## src/rtl/unlock_pkg.sv

```systemverilog
package unlock_pkg;

    localparam int STATUS_W = 32;
    localparam int MAX_WAYS = 16;
    localparam int LOCK_BIT = 21;

    typedef enum logic [1:0] {
        SEQ_IDLE  = 2'd0,
        SEQ_READ  = 2'd1,
        SEQ_WAIT  = 2'd2,
        SEQ_WRITE = 2'd3
    } seq_state_e;

    typedef struct packed {
        logic step;
        logic way_done;
    } seq_evt_t;

    typedef struct packed {
        logic go;
        logic err;
    } maint_resp_t;

endpackage

```

## src/rtl/unl_way_pick.sv

```systemverilog
module unl_way_pick #(
    parameter int WAYS  = 16,
    parameter int WAY_W = (WAYS > 1) ? $clog2(WAYS) : 1
) (
    input  logic [WAYS-1:0]  pending,
    output logic [WAY_W-1:0] cur_way,
    output logic             any,
    output logic             rest_any
);
    logic [WAYS-1:0] cur_onehot;

    always_comb begin
        cur_way    = '0;
        cur_onehot = '0;
        for (int w = WAYS - 1; w >= 0; w--) begin
            if (pending[w]) begin
                cur_way    = WAY_W'(w);
                cur_onehot = WAYS'(1) << w;
            end
        end
    end

    assign any      = |pending;
    assign rest_any = |(pending & ~cur_onehot);
endmodule

```

## src/rtl/unl_idx_counter.sv

```systemverilog
module unl_idx_counter #(
    parameter int SETS  = 2048,
    parameter int IDX_W = $clog2(SETS)
) (
    input  logic             clk,
    input  logic             rst,
    input  logic             step,
    output logic [IDX_W-1:0] idx,
    output logic             last
);
    localparam logic [IDX_W-1:0] LAST_IDX = IDX_W'(SETS - 1);

    assign last = (idx == LAST_IDX);

    always_ff @(posedge clk) begin
        if (rst) begin
            idx <= '0;
        end else if (step) begin
            idx <= last ? '0 : idx + IDX_W'(1);
        end
    end
endmodule

```

## src/rtl/unl_status_reg.sv

```systemverilog
module unl_status_reg #(
    parameter int WAYS  = 16,
    parameter int WAY_W = (WAYS > 1) ? $clog2(WAYS) : 1
) (
    input  logic             clk,
    input  logic             rst,
    input  logic             load,
    input  logic [WAYS-1:0]  load_mask,
    input  logic             clr,
    input  logic [WAY_W-1:0] clr_way,
    output logic [WAYS-1:0]  pending
);
    logic [WAYS-1:0] clr_vec;

    generate
        for (genvar w = 0; w < WAYS; w++) begin : g_clr
            assign clr_vec[w] = clr && (clr_way == WAY_W'(w));
        end
    endgenerate

    always_ff @(posedge clk) begin
        if (rst) begin
            pending <= '0;
        end else if (load) begin
            pending <= load_mask;
        end else begin
            pending <= pending & ~clr_vec;
        end
    end
endmodule

```

## src/rtl/unl_tag_seq.sv

```systemverilog
module unl_tag_seq
    import unlock_pkg::*;
#(
    parameter int TAG_W = 24
) (
    input  logic             clk,
    input  logic             rst,
    input  logic             kick,
    input  logic             rest_any,
    input  logic             last_idx,
    output logic             rd_valid,
    input  logic             rd_ready,
    input  logic             rsp_valid,
    input  logic [TAG_W-1:0] rsp_data,
    output logic             wr_valid,
    input  logic             wr_ready,
    output logic [TAG_W-1:0] wr_data,
    output seq_evt_t         evt
);
    localparam logic [TAG_W-1:0] LOCK_MASK = TAG_W'(1) << LOCK_BIT;

    seq_state_e      state, state_nx;
    logic [TAG_W-1:0] hold_q;

    assign rd_valid = (state == SEQ_READ);
    assign wr_valid = (state == SEQ_WRITE);
    assign wr_data  = hold_q & ~LOCK_MASK;

    always_comb begin
        state_nx     = state;
        evt.step     = 1'b0;
        evt.way_done = 1'b0;
        unique case (state)
            SEQ_IDLE:  if (kick) state_nx = SEQ_READ;
            SEQ_READ:  if (rd_ready) state_nx = SEQ_WAIT;
            SEQ_WAIT:  if (rsp_valid) state_nx = SEQ_WRITE;
            SEQ_WRITE: begin
                if (wr_ready) begin
                    evt.step = 1'b1;
                    if (last_idx) begin
                        evt.way_done = 1'b1;
                        state_nx     = rest_any ? SEQ_READ : SEQ_IDLE;
                    end else begin
                        state_nx = SEQ_READ;
                    end
                end
            end
            default:   state_nx = SEQ_IDLE;
        endcase
    end

    always_ff @(posedge clk) begin
        if (rst) begin
            state  <= SEQ_IDLE;
            hold_q <= '0;
        end else begin
            state <= state_nx;
            if (state == SEQ_WAIT && rsp_valid) hold_q <= rsp_data;
        end
    end
endmodule

```

## src/rtl/unl_maint_gate.sv

```systemverilog
module unl_maint_gate
    import unlock_pkg::*;
(
    input  logic        busy,
    input  logic        req,
    output maint_resp_t resp
);
    assign resp.go  = req && !busy;
    assign resp.err = req && busy;
endmodule

```

## src/rtl/line_unlock_engine.sv

```systemverilog
module line_unlock_engine
    import unlock_pkg::*;
#(
    parameter int WAYS  = 16,
    parameter int SETS  = 2048,
    parameter int TAG_W = 24,
    localparam int WAY_W = (WAYS > 1) ? $clog2(WAYS) : 1,
    localparam int IDX_W = $clog2(SETS)
) (
    input  logic                clk,
    input  logic                rst,
    input  logic                start_valid,
    input  logic [WAYS-1:0]     start_mask,
    input  logic                maint_valid,
    output logic                maint_go,
    output logic                maint_err,
    output logic [STATUS_W-1:0] status,
    output logic                busy,
    output logic                tag_rd_valid,
    input  logic                tag_rd_ready,
    input  logic                tag_rsp_valid,
    input  logic [TAG_W-1:0]    tag_rsp_data,
    output logic                tag_wr_valid,
    input  logic                tag_wr_ready,
    output logic [TAG_W-1:0]    tag_wr_data,
    output logic [WAY_W-1:0]    tag_way,
    output logic [IDX_W-1:0]    tag_idx
);
    logic [WAYS-1:0] pending;
    logic            any_pending, rest_any, last_idx, start_ok;
    seq_evt_t        evt;
    maint_resp_t     mresp;

    assign start_ok = start_valid && !any_pending;
    assign busy     = any_pending;
    assign status   = STATUS_W'(pending);

    unl_way_pick #(.WAYS(WAYS), .WAY_W(WAY_W)) u_pick (
        .pending  (pending),
        .cur_way  (tag_way),
        .any      (any_pending),
        .rest_any (rest_any)
    );

    unl_status_reg #(.WAYS(WAYS), .WAY_W(WAY_W)) u_status (
        .clk       (clk),
        .rst       (rst),
        .load      (start_ok),
        .load_mask (start_mask),
        .clr       (evt.way_done),
        .clr_way   (tag_way),
        .pending   (pending)
    );

    unl_idx_counter #(.SETS(SETS), .IDX_W(IDX_W)) u_idx (
        .clk  (clk),
        .rst  (rst),
        .step (evt.step),
        .idx  (tag_idx),
        .last (last_idx)
    );

    unl_tag_seq #(.TAG_W(TAG_W)) u_seq (
        .clk       (clk),
        .rst       (rst),
        .kick      (start_ok && (|start_mask)),
        .rest_any  (rest_any),
        .last_idx  (last_idx),
        .rd_valid  (tag_rd_valid),
        .rd_ready  (tag_rd_ready),
        .rsp_valid (tag_rsp_valid),
        .rsp_data  (tag_rsp_data),
        .wr_valid  (tag_wr_valid),
        .wr_ready  (tag_wr_ready),
        .wr_data   (tag_wr_data),
        .evt       (evt)
    );

    unl_maint_gate u_gate (
        .busy (busy),
        .req  (maint_valid),
        .resp (mresp)
    );

    assign maint_go  = mresp.go;
    assign maint_err = mresp.err;
endmodule

```

## config.mk

```make
export PLATFORM = sky130hd
export DESIGN_NAME = line_unlock_engine
export DESIGN_NICKNAME = d
export VERILOG_FILES = /design/src/rtl/unlock_pkg.sv /design/src/rtl/unl_way_pick.sv /design/src/rtl/unl_idx_counter.sv /design/src/rtl/unl_status_reg.sv /design/src/rtl/unl_tag_seq.sv /design/src/rtl/unl_maint_gate.sv /design/src/rtl/line_unlock_engine.sv
export SDC_FILE = /design/constraint.sdc
export NUM_CORES = 1
export LEC_CHECK = 0
export ABC_AREA = 1
export BUFFER_PORTS_ARGS = -buffer_cell sky130_fd_sc_hd__buf_2
export CORE_ASPECT_RATIO = 1.2
export CORE_UTILIZATION = 25
export CTS_CLUSTER_DIAMETER = 120
export DETAILED_ROUTE_END_ITERATION = 6
export PLACE_DENSITY = 0.52
export SYNTH_ARGS = -nofsm -noshare
export SYNTH_HDL_FRONTEND = slang
export SYNTH_HIERARCHICAL = 1
export SYNTH_SLANG_ARGS = --single-unit
```

## constraint.sdc

```tcl
create_clock -name clk -period 2.1 [get_ports clk]
set_clock_uncertainty 0.1 [all_clocks]
set_input_delay 0.21 -clock clk [delete_from_list [all_inputs] [get_ports clk]]
set_output_delay 0.21 -clock clk [all_outputs]
set_load 0.01 [all_outputs]
```

* Word level (Yosys, flattened, before mapping) *
Index checks and enable logic that the tools add are counted.

operators by class
  add/subtract/negate cells = 1
  equality and inequality tests = 23
  muxes and demuxes = 44
  bitwise gates (word level) = 4
  reduce and logical (&&, ||, !) cells = 28

operators by type and width
  cell                     count
  $mux W16                 17
  $mux W4                  16
  $reduce_or A16 Y1        3
  $and A16 B16 Y16         2
  $eq A4 B4 Y1 const B     8
  $not A16 Y16             2
  $logic_and A1 B1 Y1      21
  $eq A4 B3 Y1 const B     4
  $mux W2                  7
  $add A11 B1 Y11 const B  1
  $eq A11 B11 Y1 const B   1
  $mux W11                 1
  $eq A4 B2 Y1 const B     2
  $pmux W2 S4              1
  $ne A2 B1 Y1 const B     3
  $eq A2 B2 Y1 const B     2
  $eq A4 B1 Y1 const B     1
  $logic_not A4 Y1         1
  $reduce_and A4 Y1        1
  $eq A2 B1 Y1 const B     1
  $logic_not A2 Y1         1
  $mux W1                  2
  $ne A2 B2 Y1 const B     1
  $logic_not A1 Y1         1

storage, ports and cells
  register bits after elaboration = 53
  input port bits = 47
  word-level logic and storage cells = 104

* Depth between registers and ports, before layout *
Gate-level depths: netlist of the first run.

  depth after elaboration = 23
  depth in mapped cells = 20
  depth with buffers taken out = 20

* Cells and area by module *
Netlist of the first run, hierarchy kept.

modules (own cells, without submodules)
  module              instances  cells each  area each (um2)
  unl_tag_seq         1          138         1037.2
  unl_status_reg      1          107         743.2
  unl_idx_counter     1          90          591.8
  unl_way_pick        1          70          315.3
  line_unlock_engine  1          35          200.2
  unl_maint_gate      1          4           17.5

* Worst setup path before layout of the first run *
Ideal clock, no wire load.

  path kind = register to register
  start point = register u_status.pending[15]
  end point = register u_seq.state[0]
  data arrival time = 1697 ps
  path slack = 184 ps
  cell stages (with the launch flop) = 15
  buffers on the path = 0
  clock period less this slack = 1916 ps
  cell sequence = dfxtp_1 nor2_1 inv_2 nor2_1 inv_2 nor2_1 nand2_1 nor2_4 inv_2 a21oi_1 inv_1 nand2_1 o21ai_1 o21ai_0 a21oi_1

on the way
  elaborated cells on any way between the ends = 29
  classes of those cells = eq/ne: 1; mux: 20; bitwise: 2; reduce/logical: 6

RTL lines
  element                             line                      RTL
  start, declared                     unl_status_reg.sv:11      output logic [WAYS-1:0] pending
  start signal, assigned              unl_status_reg.sv:25      pending <= load_mask;
  start signal, assigned              unl_status_reg.sv:27      pending <= pending & ~clr_vec;
  $reduce_or A16 Y1                   unl_way_pick.sv:23        assign any = |pending;
  via busy                            line_unlock_engine.sv:18  output logic busy,
  $logic_not A1 Y1                    line_unlock_engine.sv:34  assign start_ok = start_valid && !any_pending;
  $logic_and A1 B1 Y1                 line_unlock_engine.sv:34
  via start_ok                        line_unlock_engine.sv:30  logic any_pending, rest_any, last_idx, start_ok;
  $logic_and A1 B1 Y1                 line_unlock_engine.sv:66  .kick (start_ok && (|start_mask)),
  $ne A2 B1 Y1 (no source line)       n/a
  $reduce_and A4 Y1 (no source line)  n/a
  end signal, assigned                unl_tag_seq.sv:57         state <= state_nx;
  end, declared                       unl_tag_seq.sv:22         seq_state_e state, state_nx;

The timed path passes the listed nets, and every way through them passes these cells. The select of a mux whose other input is x is not followed.
A chain may end at the register's enable or synchronous reset.

* Final worst setup path of the first run *
  start point = register u_status.pending[14]
  end point = output tag_way[0]

on the way
  cells in the longest elaborated chain, start to end = 15

RTL lines
  element                 line                      RTL
  $mux W4 (15 in series)  unl_way_pick.sv:16        if (pending[w]) begin
  end, declared           line_unlock_engine.sv:26  output logic [WAY_W-1:0] tag_way,

Every way passes these cells.

==> summary.md, run 1 <==
| Metric | Value |
|---|---|
| Cts-stage hold buffer count | 0 |
| Max Fanout on Critical Path | 5 |
| Async SR Flop Fraction | 0% |
| Residual DRC | 0 |
| Core Region | roughly 11000 um2 |
| WHS | about 0.053 ns |
| Clock buffer depth | 2 |
| Cell count after synthesis | 444 |
| Worst path bufs/invs | 2 |
| Part of the power in registers | between 20 and 30% |
| Die Y | roughly 120 um |
| Nets | between 600 and 700 |
| H-tree depth | 2 |
| Reg clk slew, reported paths | around 0.07 ns |
| Period utilization | between 90% and 100% |
| Synthesis Warnings | 6 |
| Max Slew Vio Count | 0 |
| Non-filler cells, final | 722 |
| Clock power share | a little over 20% |
| GP Congestion | around 0.84 |
| Max-Slew Margin vs Limit | between 60 and 70% |
| Yosys cell types | 34 |
| First-pass GRT wire length | 12800 um |
| Total negative slack | 0 ns |
| Max Fclk | 0.504 GHz |
| Fin crit period | about 2 ns |
| Area growth, synth to finish | 34.2% |
| Sw Share | 43.3% |
| Vias in the first global route | 2862 |
| Worst Setup Start Kind | flop |
| Flops & latches, synth | 52 |
| Initial antenna violation count | 4 |
| Final count of hold timing violations | 0 |
| Vias/cell | between 4 and 5 |
| RSZ-0062 raised after global routing | true |
| Critical path arrival | about 1.7 ns |
| Post-route ant nets | 0 |
| Combinational Power Share | between 50 and 60% |
| Critical Path Sink Type | primary output |
| Leakage power | ~1.9 nW |
| Number of flops mapped to enable cells by yosys | 0 |
| Sinks on Clock Net | 52 |
| Placed cell count | 711 |
| Most used cell, CP | nand2_1 |
| Sequential cell area fraction in the yosys report | between 30 and 40% |
| Mapped Area | 2910 um2 |
| Int Pwr | roughly 0.0027 W |
| Worst setup path class | flop to primary output |
| Starting DRT DRC Count | between 100 and 150 |
| Total number of vias | roughly 3000 |
| Clk_lat worst skew | 0.29 ns |
| Path type of the worst min-delay path | input port to flop |
| Total CTS buffers | 5 |
| Status | finished clean |
| GR Overflow Total | 0 |
| Fraction of layout cells with a size suffix above 1 | 33.2% |
| Worst slew pin tran | ~0.56 ns |
| Largest net degree at the start of global routing | 33 |
| Crit path max-delay family | simple AND/OR/NAND/NOR gates |
| Root Buffer | clkbuf_16 |
| Max_cap viols | 0 |
| Initial Util | about a quarter |
| Final setup violating endpoints | 0 |
| Crit-path cells | inv_2 > nand2_1 > nand2_1 > nand2_1 > nand2_1 > nand2_1 > nand2_1 > nand2_2 > nand2_2 > nand2_1 > nand2_1 > nand2_1 > nand2_1 > nand2_2 > a21oi_4 > buf_6 |
| Final WL | 7830 um |
| CP max-delay cell | dfxtp_4 |
| Die ar. | between 10000 and 15000 um2 |
| VDD IR max | approximately 0.00057 V |
| Top_reg_cell synth | dfxtp_1 |
| CTS tree | yes |
| DRT Pass-1 Iters | 4 |
| GRT Total Usage | around an eighth |
| DP HPWL | approximately 6400 um |
| Io pins | roughly 120 |
| Site Rows | 42 |
| Avg Inst Size Synth | ~6.5 um2 |
| CP required | 1.79 ns |
| Port buffer count | around 100 |
| NetSw | roughly 0.0021 W |
| Power density cells | approximately 1200 nW/um2 |
| Final core utilization | approximately a third |
| Routed wire per std cell | 10.8 um |
| Max incr delay on CP | between 0.3 and 0.4 ns |
| Die width | around 100 um |
-- cell type report --
type / count / area, um2
inverter: 63 / 236
timing repair buffer: 127 / 699
clock buffer: 5 / 125
tap: 154 / 193
fill: 1255 / 7290
clock inverter: 3 / 46.3
sequential: 52 / 1050
antenna: 2 / 5.00
multi-input combinational: 316 / 1550
-- cells in the final DEF (no fill, tap or decap), types with 6 or more instances in the layout --
| master | synthesis | layout |
|---|---|---|
| buf_4 | 17 | 23 |
| nor2_2 | 10 | 12 |
| nand2_2 | 8 | 12 |
| nor2_1 | 86 | 81 |
| nand2_1 | 79 | 75 |
| o21ai_0 | 37 | 36 |
| conb_1 | 2 | 17 |
| dfxtp_1 | 52 | 49 |
| a21oi_1 | 21 | 20 |
| nand3_1 | 19 | 19 |
| inv_2 | 16 | 17 |
| inv_1 | 46 | 45 |
| o21ai_1 | 10 | 11 |
| buf_2 | 5 | 103 |
| ha_1 | 6 | 6 |
-- registers in the layout, summed over array words and instances (netlist names) --
register,count
u_seq/state,2
u_idx/idx,11
u_seq/hold_q,23
u_status/pending,16
-- per-layer routing --
| layer | track usage, % | routed length [um] | vias up |
|---|---|---|---|
| met5 | 0 | 27 | - |
| met3 | 3.55 | 428 | 12 |
| met4 | 3.80 | 110 | 4 |
| met2 | 23.8 | 3980 | 57 |
| met1 | 15.3 | 3280 | 1336 |
| li1 | - | - | 1592 |
-- metrics by stage --
step	area, um2	setup WS [ns]	total power, W
2_1_floorplan	2960	0.184	0.00285
3_3_place_gp	3640	0.108	0.00362
3_5_place_dp	3640	0.0493	0.00365
4_1_cts	3810	0.0171	0.00462
5_1_grt	3900	-0.0229	0.00515
6_report	3900	0.115	0.00474
-- synth_stat cells, types with 2 or more instances --
cell      number  share of area, %
nor2_4         2              0.78
xor2_1         2              0.60
inv_1         46               5.9
a21oi_1       21               3.6
nor4_1         2              0.43
nor2_2        10               2.2
clkbuf_2       2              0.34
xnor2_1        2              0.60
buf_6          3               1.2
o22ai_1        3              0.65
nand2_2        8               1.7
nor3_1         2              0.34
nor2_1        86                11
ha_1           6               2.6
buf_4         17               4.4
nand3_1       19               3.3
o21ai_1       10               1.7
conb_1         2              0.26
inv_2         16               2.1
o21bai_1       2              0.52
o21ai_0       37               6.4
buf_2          5              0.86
nand2_1       79                10
dfxtp_1       52                36
-- power groups by stage --
stage	clock network, W	logic (W)	registers (W)
after global placement	0	0.00231	0.00132
after CTS	0.000984	0.00233	0.00130
after detailed placement	0	0.00233	0.00132
after global routing	0.00102	0.00280	0.00134
final	0.000957	0.00248	0.00131
after floorplan	0	0.00146	0.00138
-- kinds of logic (layout without fill, tap and decap cells) --
| family | after synthesis | in the layout | synth area share [%] |
|---|---|---|---|
| other | 2 | 19 | 0.258 |
| AND/OR/NAND/NOR | 210 | 210 | 30.4 |
| buffers and inverters | 91 | 198 | 15.0 |
| flip-flops | 52 | 52 | 35.8 |
| XOR/XNOR | 4 | 4 | 1.21 |
| adder cells (fa/ha/maj) | 6 | 6 | 2.58 |
| AO/OA/AOI/OAI | 79 | 79 | 14.6 |
-- final timing paths --
| path | start | end | slack [ns] | cells after the start |
|---|---|---|---|---|
| min | tag_rsp_data[23] | u_seq/hold_q[23]$_SDFFE_PP0P_ | 0.05 | 3 |
| max reg2reg | u_status/pending[14]$_SDFF_PP0_ | u_status/pending[13]$_SDFF_PP0_ | 0.18 | 20 |
| min reg2reg | u_seq/hold_q[18]$_SDFFE_PP0P_ | u_seq/hold_q[18]$_SDFFE_PP0P_ | 0.38 | 2 |
| max | u_status/pending[14]$_SDFF_PP0_ | tag_way[0] | 0.11 | 16 |
-- repair_timing --
action                                  CTS  global route
resized for setup                         0            23
endpoints found under the setup margin    0            22
buffers inserted                          0             1
-- worst min-delay path, stage by stage --
cell     delay [ns]
buf_2          0.07
o21ai_1        0.05
nor2_1         0.07
No activity file was read; power rests on OpenSTA's default activity.
==> inputs of run 2 (changes only) <==
CORE_UTILIZATION = 48   (was 25)
PLACE_DENSITY = 0.85   (was 0.52)
==> summary.md, run 2 (synthesized netlist as in run 1, its figures left out) <==
| Metric | Value |
|---|---|
| Status | finished with violations |
| Violated checks | setup timing |
| RSZ-0062 raised after global routing | true |
| Root Buffer | clkbuf_8 |
| Critical Path Sink Type | primary output |
| DP HPWL | approximately 5600 um |
| Core Region | roughly 5700 um2 |
| PnR worst setup slack | -0.0243 ns |
| Die ar. | ~6400 um2 |
| Most frequent cells in the layout | 104 x buf_2, 80 x nor2_1, 76 x nand2_1 |
| Die Y | slightly below 90 um |
| Worst slack, placed | 0.0463 ns |
| Final WL | a little over 7000 um |
| Starting DRT DRC Count | ~140 |
| Max Fclk | around 0.47 GHz |
| Period utilization | 101% |
| Post-route ant nets | 0 |
| Total CTS buffers | 5 |
| GR Overflow Total | 0 |
| Worst Setup Start Kind | flop |
| Fraction of layout cells with a size suffix above 1 | 31.1% |
| CP max-delay cell | dfxtp_4 |
| Worst setup path class | flop to primary output |
| Total number of vias | slightly above 3000 |
| Residual DRC | 0 |
| Clk_lat worst skew | roughly 0.30 ns |
| Max-Slew Margin vs Limit | between 60 and 70% |
| CTS tree | yes |
| Reg clk slew, reported paths | ~0.090 ns |
| Initial antenna violation count | 0 |
| Port buffer count | ~100 |
| WHS | 0.0432 ns |
| Cts-stage hold buffer count | 0 |
| Fin crit period | 2.12 ns |
| Sinks on Clock Net | 52 |
| CP required | about 1.8 ns |
| Max reg flops | 23 |
| GRT Total Usage | around 22% |
| Largest Register | u_seq/hold_q |
| Leakage power | 1.82 nW |
| Clock buffer depth | 2 |
| Vias/cell | ~4.8 |
| Path type of the worst min-delay path | input port to flop |
| Diode count | 0 |
| Area growth, synth to finish | 24.9% |
| Area taken by multi-input logic gates | roughly 1500 um2 |
| Largest net degree at the start of global routing | 33 |
| Io pins | about 120 |
| Max Fanout on Critical Path | 5 |
| Die width | roughly 73 um |
| Most common cell after layout, fill and taps aside | buf_2 |
| Final setup violating endpoints | 1 |
| Worst slew pin tran | about 0.54 ns |
| Regs by FF count | u_seq/hold_q x23, u_status/pending x16, u_idx/idx x11 |
| Final core utilization | a little over three fifths |
| Final count of hold timing violations | 0 |
| Register Area | between 1000 and 1500 um2 |
| Most used cell, CP | nand2_1 |
| Power density cells | roughly 1200 nW/um2 |
| GP Congestion | around 0.89 |
| First-pass GRT wire length | ~11000 um |
| Max incr delay on CP | around 0.37 ns |
| Fill count | roughly 570 |
| Max Slew Vio Count | 0 |
| VDD IR max | between 0.0007 and 0.0008 V |
| Routed wire per std cell | 11.1 um |
| Nets | approximately 610 |
| DRT Pass-1 Iters | 6 |
| Max_cap viols | 0 |
| Vias in the first global route | 2810 |
| H-tree depth | 2 |
| Crit-path cells | inv_2 > nand2_1 > nand2_1 > nand2_1 > nand2_1 > nand2_1 > nand2_1 > nand2_2 > nand2_1 > nand2_1 > nand2_1 > nand2_1 > nand2_1 > nand2_2 > a21oi_4 > buf_2 |
| Initial Util | 50.6% |
| Critical path arrival | around 1.8 ns |
| Site Rows | 30 |
run 2: changes by cell type in the layout (fill, tap and decap cells not counted), sizes merged:
cell,previous run,this run
clkinvlp,1,0
inv,63,62
buf,127,114
clkbuf,5,6
diode,2,0
clkinv,1,2
run 2: per-stage QoR:
stage | cell area [um2] | setup TNS [ns] | cells | total power (W)
detailed placement | 3450 | 0 | 624 | 0.00350
floorplan | 2960 | 0 | 459 | 0.00285
finish | 3630 | -0.0243 | 633 | 0.00435
global route | 3630 | -2.20 | 633 | 0.00474
CTS | 3560 | 0 | 632 | 0.00418
global placement | 3450 | 0 | 624 | 0.00342
run 2: final timing paths:
| check | startpoint | endpoint | slack (ns) | cells after the start |
|---|---|---|---|---|
| worst max-delay path | u_status/pending[14]$_SDFF_PP0_ | tag_way[0] | -0.02 | 16 |
| worst min-delay path | tag_rsp_data[1] | u_seq/hold_q[1]$_SDFFE_PP0P_ | 0.04 | 3 |
| worst max register to register | u_status/pending[14]$_SDFF_PP0_ | u_status/pending[5]$_SDFF_PP0_ | 0.05 | 20 |
| worst min register to register | u_seq/hold_q[16]$_SDFFE_PP0P_ | u_seq/hold_q[16]$_SDFFE_PP0P_ | 0.39 | 2 |
run 2: area by class of cell:
class                      instances  area share, %
multi-input combinational        316           42.4
sequential                        52           28.8
timing repair buffer             114           16.5
inverter                          63           6.52
tap                               80           2.76
clock buffer                       6           2.00
clock inverter                     2          0.966
run 2: report_power, final:
group | switching, W | internal, W | leakage [nW]
Clock | 0.000305 | 0.000354 | 0.0552
Sequential | 0.000146 | 0.00117 | 0.424
Combinational | 0.00151 | 0.000876 | 1.34
run 2: repair_timing:
action / 4_1_cts / 5_1_grt
setup endpoints to repair: 1 / 22
buffers inserted: 0 / 1
pin swaps: 0 / 2
gates resized for setup: 1 / 19
run 2: critical path, delay by kind of cell (launching register included):
family	cells	cell delay, ns
flops	1	0.37
buf+inv	2	0.20
compound gates	1	0.19
simple gates	13	0.76
run 2: per-layer routing:
layer  GRT usage, %  vias up  share of wire [%]
li1               -     1566                  -
met1           24.4     1367                 40
met2           42.8      102                 52
met3           3.94       11                5.3
met4           8.02        0                2.0
met5              0        -                  0
